File: src/rtl/sac_pkg.sv
package sac_pkg;

   typedef enum logic [1:0] {
      ST_IDLE  = 2'd0,
      ST_WBACK = 2'd1,
      ST_FILL  = 2'd2
   } sac_state_e;

   function automatic int unsigned sac_way_w(input int unsigned ways);
      return (ways > 1) ? $clog2(ways) : 1;
   endfunction

endpackage

File: src/rtl/sac_tag_match.sv
module sac_tag_match #(
   parameter int unsigned WAYS  = 2,
   parameter int unsigned TAG_W = 4,
   parameter int unsigned WAY_W = 1
) (
   input  logic [WAYS-1:0]       valid_i,
   input  logic [WAYS*TAG_W-1:0] tags_i,
   input  logic [TAG_W-1:0]      tag_i,
   output logic                  hit_o,
   output logic [WAY_W-1:0]      hit_way_o,
   output logic                  any_free_o,
   output logic [WAY_W-1:0]      free_way_o
);

   if (WAYS == 1) begin : g_direct
      assign hit_o      = valid_i[0] && (tags_i == tag_i);
      assign hit_way_o  = '0;
      assign any_free_o = !valid_i[0];
      assign free_way_o = '0;
   end else begin : g_assoc
      logic [WAYS-1:0] match;
      for (genvar w = 0; w < WAYS; w++) begin : g_cmp
         assign match[w] = valid_i[w] && (tags_i[w*TAG_W +: TAG_W] == tag_i);
      end
      assign hit_o      = |match;
      assign any_free_o = !(&valid_i);
      always_comb begin
         hit_way_o  = '0;
         free_way_o = '0;
         for (int w = WAYS - 1; w >= 0; w--) begin
            if (match[w])    hit_way_o  = WAY_W'(w);
            if (!valid_i[w]) free_way_o = WAY_W'(w);
         end
      end
   end

endmodule

File: src/rtl/sac_lru.sv
module sac_lru #(
   parameter int unsigned SETS  = 8,
   parameter int unsigned WAYS  = 2,
   parameter int unsigned SET_W = 3,
   parameter int unsigned WAY_W = 1
) (
   input  logic             clk,
   input  logic             rst_n,
   input  logic             touch_i,
   input  logic [SET_W-1:0] touch_set_i,
   input  logic [WAY_W-1:0] touch_way_i,
   input  logic [SET_W-1:0] rd_set_i,
   output logic [WAY_W-1:0] lru_way_o
);

   localparam logic [WAY_W-1:0] OLDEST = WAY_W'(WAYS - 1);

   // per-line age rank: 0 = most recent, WAYS-1 = oldest; ranks in a set stay distinct
   logic [WAY_W-1:0] age_q [SETS][WAYS];
   logic [WAY_W-1:0] ref_age;

   assign ref_age = age_q[touch_set_i][touch_way_i];

   always_ff @(posedge clk or negedge rst_n) begin
      if (!rst_n) begin
         for (int s = 0; s < SETS; s++)
            for (int w = 0; w < WAYS; w++)
               age_q[s][w] <= WAY_W'(w);
      end else if (touch_i) begin
         for (int w = 0; w < WAYS; w++) begin
            if (WAY_W'(w) == touch_way_i)
               age_q[touch_set_i][w] <= '0;
            else if (age_q[touch_set_i][w] < ref_age)
               age_q[touch_set_i][w] <= age_q[touch_set_i][w] + 1'b1;
         end
      end
   end

   always_comb begin
      lru_way_o = '0;
      for (int w = 0; w < WAYS; w++)
         if (age_q[rd_set_i][w] == OLDEST) lru_way_o = WAY_W'(w);
   end

endmodule

File: src/rtl/sa_cache.sv
module sa_cache
   import sac_pkg::*;
#(
   parameter int unsigned ADDR_W = 12,
   parameter int unsigned OFF_W  = 2,
   parameter int unsigned SET_W  = 3,
   parameter int unsigned WAYS   = 2
) (
   input  logic                      clk,
   input  logic                      rst_n,
   input  logic                      req_valid,
   input  logic                      req_write,
   input  logic [ADDR_W-1:0]         req_addr,
   input  logic [7:0]                req_wdata,
   output logic                      busy,
   output logic                      resp_valid,
   output logic                      resp_hit,
   output logic                      resp_cold,
   output logic [7:0]                resp_rdata,
   output logic                      mem_req,
   output logic                      mem_we,
   output logic [ADDR_W-OFF_W-1:0]   mem_addr,
   output logic [(8<<OFF_W)-1:0]     mem_wdata,
   input  logic                      mem_ack,
   input  logic [(8<<OFF_W)-1:0]     mem_rdata
);

   localparam int unsigned TAG_W   = ADDR_W - SET_W - OFF_W;
   localparam int unsigned SETS    = 1 << SET_W;
   localparam int unsigned BLK_W   = 8 << OFF_W;
   localparam int unsigned WAY_W   = sac_way_w(WAYS);

   if (OFF_W < 1)                    begin : g_bad_off  $error("OFF_W must be at least 1");        end
   if (SET_W < 1)                    begin : g_bad_set  $error("SET_W must be at least 1");        end
   if (WAYS < 1)                     begin : g_bad_ways $error("WAYS must be at least 1");         end
   if (ADDR_W < OFF_W + SET_W + 1)   begin : g_bad_addr $error("ADDR_W leaves no tag bits");      end

   typedef logic [BLK_W-1:0] blk_t;

   function automatic logic [7:0] pick_byte(input blk_t blk, input logic [OFF_W-1:0] off);
      return blk[int'(off)*8 +: 8];
   endfunction

   function automatic blk_t merge_byte(input blk_t blk, input logic [OFF_W-1:0] off,
                                       input logic [7:0] b);
      blk_t r;
      r = blk;
      r[int'(off)*8 +: 8] = b;
      return r;
   endfunction

   // storage
   logic [WAYS-1:0]  valid_q [SETS];
   logic [WAYS-1:0]  dirty_q [SETS];
   logic [TAG_W-1:0] tag_q   [SETS][WAYS];
   blk_t             data_q  [SETS][WAYS];

   sac_state_e          state_q;
   logic                lat_write, lat_cold;
   logic [ADDR_W-1:0]   lat_addr;
   logic [7:0]          lat_wdata;
   logic [WAY_W-1:0]    lat_way;

   // address fields
   logic [TAG_W-1:0] req_tag, lat_tag;
   logic [SET_W-1:0] req_set, lat_set;
   logic [OFF_W-1:0] req_off, lat_off;
   assign req_tag = req_addr[ADDR_W-1 -: TAG_W];
   assign req_set = req_addr[OFF_W +: SET_W];
   assign req_off = req_addr[OFF_W-1:0];
   assign lat_tag = lat_addr[ADDR_W-1 -: TAG_W];
   assign lat_set = lat_addr[OFF_W +: SET_W];
   assign lat_off = lat_addr[OFF_W-1:0];

   // lookup
   logic [WAYS*TAG_W-1:0] set_tags;
   logic                  hit, any_free;
   logic [WAY_W-1:0]      hit_way, free_way, lru_way, victim;
   blk_t                  hit_blk;

   always_comb begin
      for (int w = 0; w < WAYS; w++) set_tags[w*TAG_W +: TAG_W] = tag_q[req_set][w];
   end

   sac_tag_match #(.WAYS(WAYS), .TAG_W(TAG_W), .WAY_W(WAY_W)) i_match (
      .valid_i    (valid_q[req_set]),
      .tags_i     (set_tags),
      .tag_i      (req_tag),
      .hit_o      (hit),
      .hit_way_o  (hit_way),
      .any_free_o (any_free),
      .free_way_o (free_way)
   );

   logic             accept, fill_done, touch;
   logic [SET_W-1:0] touch_set;
   logic [WAY_W-1:0] touch_way;

   assign accept    = req_valid && (state_q == ST_IDLE);
   assign fill_done = (state_q == ST_FILL) && mem_ack;
   assign touch     = (accept && hit) || fill_done;
   assign touch_set = (state_q == ST_IDLE) ? req_set : lat_set;
   assign touch_way = (state_q == ST_IDLE) ? hit_way : lat_way;
   assign victim    = any_free ? free_way : lru_way;
   assign hit_blk   = data_q[req_set][hit_way];

   sac_lru #(.SETS(SETS), .WAYS(WAYS), .SET_W(SET_W), .WAY_W(WAY_W)) i_lru (
      .clk         (clk),
      .rst_n       (rst_n),
      .touch_i     (touch),
      .touch_set_i (touch_set),
      .touch_way_i (touch_way),
      .rd_set_i    (req_set),
      .lru_way_o   (lru_way)
   );

   // control, flags and response
   always_ff @(posedge clk or negedge rst_n) begin
      if (!rst_n) begin
         state_q    <= ST_IDLE;
         resp_valid <= 1'b0;
         resp_hit   <= 1'b0;
         resp_cold  <= 1'b0;
         resp_rdata <= '0;
         lat_write  <= 1'b0;
         lat_cold   <= 1'b0;
         lat_addr   <= '0;
         lat_wdata  <= '0;
         lat_way    <= '0;
         for (int s = 0; s < SETS; s++) begin
            valid_q[s] <= '0;
            dirty_q[s] <= '0;
         end
      end else begin
         resp_valid <= 1'b0;
         unique case (state_q)
            ST_IDLE: if (req_valid) begin
               if (hit) begin
                  resp_valid <= 1'b1;
                  resp_hit   <= 1'b1;
                  resp_cold  <= 1'b0;
                  resp_rdata <= req_write ? req_wdata : pick_byte(hit_blk, req_off);
                  if (req_write) dirty_q[req_set][hit_way] <= 1'b1;
               end else begin
                  lat_write <= req_write;
                  lat_addr  <= req_addr;
                  lat_wdata <= req_wdata;
                  lat_way   <= victim;
                  lat_cold  <= any_free;
                  state_q   <= (valid_q[req_set][victim] && dirty_q[req_set][victim])
                               ? ST_WBACK : ST_FILL;
               end
            end
            ST_WBACK: if (mem_ack) state_q <= ST_FILL;
            ST_FILL: if (mem_ack) begin
               valid_q[lat_set][lat_way] <= 1'b1;
               dirty_q[lat_set][lat_way] <= lat_write;
               resp_valid <= 1'b1;
               resp_hit   <= 1'b0;
               resp_cold  <= lat_cold;
               resp_rdata <= lat_write ? lat_wdata : pick_byte(mem_rdata, lat_off);
               state_q    <= ST_IDLE;
            end
            default: state_q <= ST_IDLE;
         endcase
      end
   end

   // tag and data arrays need no reset: valid bits qualify them
   always_ff @(posedge clk) begin
      if (accept && hit && req_write)
         data_q[req_set][hit_way] <= merge_byte(hit_blk, req_off, req_wdata);
      if (fill_done) begin
         tag_q[lat_set][lat_way]  <= lat_tag;
         data_q[lat_set][lat_way] <= lat_write ? merge_byte(mem_rdata, lat_off, lat_wdata)
                                               : mem_rdata;
      end
   end

   assign busy      = (state_q != ST_IDLE);
   assign mem_req   = (state_q != ST_IDLE);
   assign mem_we    = (state_q == ST_WBACK);
   assign mem_addr  = (state_q == ST_WBACK) ? {tag_q[lat_set][lat_way], lat_set}
                                            : lat_addr[ADDR_W-1:OFF_W];
   assign mem_wdata = data_q[lat_set][lat_way];

endmodule

File: config.mk
export PLATFORM = sky130hd
export DESIGN_NAME = sa_cache
export DESIGN_NICKNAME = d
export VERILOG_FILES = /design/src/rtl/sac_pkg.sv /design/src/rtl/sac_tag_match.sv /design/src/rtl/sac_lru.sv /design/src/rtl/sa_cache.sv
export SDC_FILE = /design/constraint.sdc
export NUM_CORES = 1
export LEC_CHECK = 0
export BUFFER_PORTS_ARGS = -buffer_cell sky130_fd_sc_hd__buf_4
export CORE_MARGIN = 8
export CORE_UTILIZATION = 29
export CTS_CLUSTER_SIZE = 10
export DETAILED_ROUTE_END_ITERATION = 6
export SETUP_SLACK_MARGIN = 0.5
export SYNTH_ARGS = -nofsm -noshare
export SYNTH_HDL_FRONTEND = slang
export SYNTH_SLANG_ARGS = --single-unit
File: constraint.sdc
create_clock -name clk -period 6.56 [get_ports clk]
set_clock_uncertainty 0.15 [all_clocks]
set_input_delay 1.312 -clock clk [delete_from_list [all_inputs] [get_ports clk]]
set_output_delay 1.312 -clock clk [all_outputs]
set_load 0.05 [all_outputs]
* Word level (Yosys, flattened, before mapping) *
Memory sizes are Yosys's and may differ from the RTL's.
Index checks and enable logic that the tools add are counted.

storage, ports and cells
  output and inout port bits = 56
  flip-flop bits (word level) = 84
  word-level logic and storage cells = 225
  memories = 2
  input bits = 57
  RAM bits = 624

memories
  name    words  bits a word  rd ports  clocked after memory_dff  wr ports  RTL line        RTL
  data_q  8      64           2         0                         1         sa_cache.sv:56  blk_t data_q [SETS][WAYS];
  tag_q   8      14           2         0                         1         sa_cache.sv:55  logic [TAG_W-1:0] tag_q [SETS][WAYS];

operators by class
  reductions and logical operators = 27
  shift operators = 6
  bitwise logic cells = 13
  muxes and demuxes = 103
  eq/ne operators = 10
  magnitude comparators = 18
  $add $sub $neg = 4

operator list
  operator                 number
  $mux 32                  9
  $mux 64                  4
  $mux 16                  9
  $neg 5->33               2
  $shift 8x33->32 const A  2
  $shiftx 8x33->32         2
  $bwmux 32                2
  $demux 32 s1             2
  $reduce_or 64->1         1
  $shiftx 32x6->8          2
  $bwmux 16                3
  $mux 8                   5
  $and 16x16->16           2
  $not 16->16              2
  $or 16x16->16            2
  $pmux 16 s2              1
  $mux 1                   30
  $mux 2                   14
  $mux 7                   4
  $bmux 2 s3               4
  $demux 2 s3              4
  $pmux 8 s2               1
  $eq 7x7->1               2
  $logic_and 1x1->1        14
  other kinds (31)         58

* Logic depth before layout (Yosys ltp) *
  word-level depth = 19
  depth in mapped cells = 14

* Hierarchy *
From an unflattened synthesis, not the netlist that was laid out.

unflattened totals
  cells, all modules = 2700
  area total of the unflattened synthesis = 35033.6 sq um

by module, submodules not included
  module         area each (sq um)  cells an instance  times used
  sa_cache       33933.8            2586               1
  sac_lru        925.9              90                 1
  sac_tag_match  173.9              24                 1

* Worst setup path after synthesis *
OpenSTA, ideal clock, no wires.

  path kind = input-to-reg
  start = input port req_addr[2]
  end = memory data_q[2][0] in the netlist's numbering, enable pin
  buffers on the path = 2
  setup slack = 0.943 ns
  setup time = 0.423 ns
  stages on the path = 10
  arrival = 5.044 ns
  required time = 5.987 ns
  path through = buf_2 -> buf_6 -> mux4_2 -> mux2i_1 -> xor2_1 -> nand4_1 -> nor4_4 -> o211ai_2 -> o32a_1 -> nor2_1

on the way
  longest elaborated chain between the ends = 14
  elaborated cells between the ends (all ways) = 24
  those cells by class = order compare: 2; eq/ne: 2; mux: 11; bitwise: 2; reduce/logical: 6; memory: 1

RTL lines
  what                                                                   RTL line        RTL
  start: declaration                                                     sa_cache.sv:13  input logic [ADDR_W-1:0] req_addr,
  parallel branches: the longest is 14 deep, another holds $mem_v2 8x14  --
  end: declaration                                                       sa_cache.sv:56

Parallel ways; which one is timed is not known. The select of a mux whose other input is x is not followed.

* Final worst setup path *
  start = register lat_addr[2]
  end = output port mem_wdata[11]

on the way
  longest elaborated chain between the ends = 4

RTL lines
  what                                         RTL line         RTL
  start: declaration                           sa_cache.sv:60   logic [ADDR_W-1:0] lat_addr;
  start signal: assignment                     sa_cache.sv:146  lat_addr <= req_addr;
  $mem_v2 8x64                                 --
  $mux 32 (not written as such) (3 in series)  sa_cache.sv:185  assign mem_wdata = data_q[lat_set][lat_way];
  end: declaration                             sa_cache.sv:23   output logic [(8<<OFF_W)-1:0] mem_wdata,

No other way between the ends. The select of a mux whose other input is x is not followed.

==> impl_table.tex <==
\begin{tabular}{lr}
\hline
Metric & Value \\
\hline
\multicolumn{2}{l}{\textbf{Synthesis}} \\
Number of warning messages in the yosys log & 0 \\
Top\_reg\_cell synth & sky130\_fd\_sc\_hd\_\_edfxtp\_1 \\
Cell taking the most area after synthesis & sky130\_fd\_sc\_hd\_\_edfxtp\_1 \\
Total standard cell area after synthesis & 33,000 um2 \\
Number of enable flip-flop cells after synthesis & 624 \\
Number of nets in the synthesized netlist & 2,533 \\
Cells taking the most area after synthesis & sky130\_fd\_sc\_hd\_\_edfxtp\_1, sky130\_fd\_sc\_hd\_\_a22oi\_1, sky130\_fd\_sc\_hd\_\_dfrtp\_1, sky130\_fd\_sc\_hd\_\_mux2i\_1, sky130\_fd\_sc\_hd\_\_a221oi\_1 \\
Synthesized instance count & 2,466 \\
Ys async rst share & 11.9\% \\
Share of the synthesized area in the top cell type & 56.8\% \\
Number of storage elements in the synthesis netlist & 708 \\
Sequential cell area fraction in the yosys report & 63.2\% \\
Synth Area per Inst & 13.4 um2 \\
Number of library cell types mapped by synthesis & 69 \\
\multicolumn{2}{l}{\textbf{Timing}} \\
Final Cycle Share & 88.8\% \\
Number of endpoints with negative hold slack in the final report & 0 \\
RSZ-0062 raised after global routing & no \\
Total negative slack for setup checks & 0 ns \\
Setup Viol. Count Final & 0 \\
Achievable clock frequency & 172 MHz \\
Least-Margin Pin Slew & 1.48 ns \\
Crit path time final & 5.83 ns \\
Max-slew violation count & 0 \\
Worst slew margin & 1.59\% \\
\multicolumn{2}{l}{\textbf{Clocking}} \\
CTS clk-pin slew, worst paths & 0.06 ns \\
Maximum level of the CTS H-tree & 3 \\
Library cell used as clock root buffer & sky130\_fd\_sc\_hd\_\_clkbuf\_16 \\
Post-CTS Resized & 0 \\
Clock Sink Count & 708 \\
Post-CTS Setup Inserts & 0 \\
CTS buffer count & 84 \\
Hold buffer count at CTS & 0 \\
Clock tree from TritonCTS & yes \\
Number of buffers on the longest clock path & 3 \\
Clock insertion delay at the later pin of the skew report & 0.64 ns \\
\multicolumn{2}{l}{\textbf{Power and ir drop}} \\
Worst IR drop on VDD & 0.000329 V \\
Combinational fraction of design power & 39.0\% \\
Proportion of power drawn by flip-flops and latches & 36.8\% \\
Net load switching power & 7.20 mW \\
Internal power consumption & 10.2 mW \\
Power density of the placed cells & 449 nW/um2 \\
Leakage power total & 12.9 nW \\
Net switching share of the total power & 41.4\% \\
Clock share of power & 24.3\% \\
\multicolumn{2}{l}{\textbf{Die}} \\
Standard-cell row count & 123 \\
Total core area & 113,000 um2 \\
Starting density of the core & 29.3\% \\
Die Width & 353 um \\
Die H & 353 um \\
Count of pins on the block boundary & 113 \\
Total Die Area & 125,000 um2 \\
\multicolumn{2}{l}{\textbf{Placement}} \\
Sum of net half-perimeters after detailed placement & 80,300 um \\
Buffers on Ports & 112 \\
Final Wtd Congestion & 0.897 \\
\multicolumn{2}{l}{\textbf{Worst hold path}} \\
Hold Startpoint & valid\_q[11] \\
Class of the tightest hold or removal check & reg2reg \\
Hold-critical path depth & 1 \\
Hold EP & valid\_q[11] \\
\multicolumn{2}{l}{\textbf{Status}} \\
Result of the run & finished, violations left \\
Violations in the final reports & design-rule violations \\
\multicolumn{2}{l}{\textbf{Detailed routing}} \\
Detailed-routing iteration count for the pre-antenna-repair pass & 7 \\
Post-Route WL & 133,000 um \\
Post-route DRC violation count & 1 \\
Routed wire per std cell & 32.3 um \\
Routed vias/inst & 6.23 \\
Remaining antenna violation count & 0 \\
Routed via count & 25,800 \\
Number of DRC markers after the initial detailed-route iteration & 3,741 \\
\multicolumn{2}{l}{\textbf{GRT}} \\
Via count of the first global-routing pass & 24,700 \\
Antenna violations before repair & 1 \\
Pin count of the biggest net entering global routing & 53 \\
Total global routing overflow & 0 \\
Global-route wire length before repair & 187,000 um \\
Overall Global Routing Usage & 20.2\% \\
\multicolumn{2}{l}{\textbf{Final layout}} \\
Area growth, synth to finish & 17.5\% \\
Number of fillers in the final layout & 10,900 \\
Nets & 2,657 \\
Layout cell share with drive strength beyond 1 & 19.1\% \\
Final design utilization & 34.4\% \\
\multicolumn{2}{l}{\textbf{Critical path}} \\
Data arrival time at the worst-slack endpoint & 4.37 ns \\
Register-to-Register Path Depth & 7 \\
Worst EP required & 5.10 ns \\
Worst reg2reg setup slack & 2.07 ns \\
Worst Setup End Kind & primary output \\
Critical Path Fanout Max & 18 \\
Startpoint type of the worst setup path & register \\
FF-to-FF End & data\_q[0][17] \\
WS Path Type & reg2out \\
Startpoint of the worst-slack reg-to-reg timing path & lat\_addr[0] \\
\multicolumn{2}{l}{\textbf{Flow run}} \\
Maxcap violations & 0 \\
\hline
\end{tabular}
## routing by layer
layer | routed length (um) | part of all wire (%) | track usage, %
met1 | 49000 | 37 | 25.9
met2 | 58200 | 44 | 30.8
met3 | 17100 | 13 | 5.47
met4 | 9160 | 6.9 | 11.7
met5 | 0 | 0 | 0
## worst max-delay path, stage by stage, from the launching register on
cell and delay, ns:
sky130_fd_sc_hd__dfrtp_4 0.63, sky130_fd_sc_hd__inv_1 0.33, sky130_fd_sc_hd__nand2_1 0.45, sky130_fd_sc_hd__nor2_4 0.84, sky130_fd_sc_hd__buf_4 0.37, sky130_fd_sc_hd__a221o_1 0.20
sky130_fd_sc_hd__a221oi_1 0.05, sky130_fd_sc_hd__o21ai_0 0.19, sky130_fd_sc_hd__o311a_1 0.37, sky130_fd_sc_hd__buf_4 0.26
## flip-flops by register name, indices dropped and copies added (netlist names)
| register | count |
|---|---|
| data_q | 512 |
| dirty_q | 16 |
| i_lru.age_q | 16 |
| lat_addr | 12 |
| lat_cold | 1 |
| lat_way | 1 |
| lat_wdata | 8 |
| lat_write | 1 |
| resp_cold | 1 |
| resp_hit | 1 |
| resp_rdata | 8 |
| resp_valid | 1 |
| state_q | 2 |
| tag_q | 112 |
| valid_q | 16 |
## layout by cell type (no fill, tap or decap), drive strengths merged, types with 25 or more instances in the layout
cell	synthesis	routed
edfxtp	624	624
a22oi	333	333
buf	46	229
nand2	145	145
a21oi	136	136
mux2i	124	124
clkbuf	145	116
a221oi	100	100
nor2	88	88
mux2	79	79
o21ai	76	76
dfrtp	76	76
nand4	73	73
a22o	54	54
mux4	31	31
nand3	29	29
o22ai	28	28
a211oi	25	25
## Yosys cell counts, types with 6 or more instances
| library cell | number |
|---|---|
| sky130_fd_sc_hd__o221ai_1 | 9 |
| sky130_fd_sc_hd__a22o_1 | 54 |
| sky130_fd_sc_hd__nand3_1 | 29 |
| sky130_fd_sc_hd__clkbuf_1 | 145 |
| sky130_fd_sc_hd__dfstp_2 | 8 |
| sky130_fd_sc_hd__nor2_1 | 87 |
| sky130_fd_sc_hd__buf_1 | 30 |
| sky130_fd_sc_hd__o22a_1 | 19 |
| sky130_fd_sc_hd__inv_1 | 20 |
| sky130_fd_sc_hd__nand2b_1 | 10 |
| sky130_fd_sc_hd__or2_2 | 18 |
| sky130_fd_sc_hd__o22ai_1 | 28 |
| sky130_fd_sc_hd__nand4_1 | 73 |
| sky130_fd_sc_hd__mux2_2 | 71 |
| sky130_fd_sc_hd__xor2_1 | 6 |
| sky130_fd_sc_hd__o21ai_0 | 74 |
| sky130_fd_sc_hd__buf_4 | 10 |
| sky130_fd_sc_hd__nor2b_1 | 11 |
| sky130_fd_sc_hd__ha_1 | 10 |
| sky130_fd_sc_hd__a2bb2oi_1 | 17 |
| sky130_fd_sc_hd__a22oi_1 | 333 |
| sky130_fd_sc_hd__a21oi_1 | 136 |
| sky130_fd_sc_hd__a31oi_1 | 24 |
| sky130_fd_sc_hd__a211oi_1 | 24 |
| sky130_fd_sc_hd__and2_1 | 8 |
| sky130_fd_sc_hd__nor3_1 | 24 |
| sky130_fd_sc_hd__mux4_2 | 31 |
| sky130_fd_sc_hd__dfrtp_1 | 76 |
| sky130_fd_sc_hd__a221oi_1 | 100 |
| sky130_fd_sc_hd__xnor2_1 | 6 |
| sky130_fd_sc_hd__nand2_1 | 144 |
| sky130_fd_sc_hd__mux2i_1 | 124 |
| sky130_fd_sc_hd__mux2_1 | 8 |
| sky130_fd_sc_hd__edfxtp_1 | 624 |
## cell families (layout without fill, tap and decap cells)
logic type / count (synthesis) / after routing / share of synthesized area (%)
buf+inv: 214 / 381 / 2.59
compound gates: 852 / 852 / 18.5
flops: 708 / 708 / 63.2
mux: 234 / 234 / 8.58
simple gates: 436 / 436 / 6.47
other cells: 0 / 1 / 0
fa+ha+maj: 10 / 10 / 0.379
xor+xnor: 12 / 12 / 0.319
## power groups by stage
stage          clock network [mW]  logic [mW]  registers [mW]
3_5_place_dp                    0        6.68            6.46
2_1_floorplan                   0        4.01            6.19
5_1_grt                      4.42        7.06            6.43
4_1_cts                      4.25        6.70            6.38
6_report                     4.22        6.78            6.39
3_3_place_gp                    0        6.66            6.45
## per-stage QoR
step           area (um2)  std cells  power (mW)  worst slack [ns]  hold WS (ns)
5_1_grt             38800       4133        17.9             0.721         0.324
2_1_floorplan       33000       2466        10.2             0.943         0.280
6_report            38800       4134        17.4             0.732         0.321
3_3_place_gp        36400       4004        13.1             0.852         0.297
4_1_cts             38800       4133        17.3             0.806         0.317
3_5_place_dp        36400       4004        13.1             0.740         0.303
## worst max-delay path by stage
stage                            from       endpoint  slack, ns
after floorplan           req_addr[2]   data_q[2][0]       0.94
final                     lat_addr[2]  mem_wdata[11]       0.73
after CTS                 lat_addr[2]  mem_wdata[11]       0.81
after global placement    req_addr[2]  data_q[3][39]       0.85
after detailed placement  req_addr[2]  data_q[5][46]       0.74
after global routing      lat_addr[2]  mem_wdata[11]       0.72
## cell type report
| class | instances | area (um2) | share of cell area (%) |
|---|---|---|---|
| inverters | 23 | 86.3 | 0.223 |
| clock buffers | 116 | 2290 | 5.92 |
| clock inverters | 13 | 103 | 0.265 |
| multi-input cells | 1544 | 11500 | 29.6 |
| well taps | 1500 | 1880 | 4.84 |
| flip-flops and latches | 708 | 20900 | 53.8 |
| repair buffers | 229 | 2040 | 5.27 |
| diodes | 1 | 2.50 | 0.00646 |
Note: power is estimated with default switching activity, not from simulation.
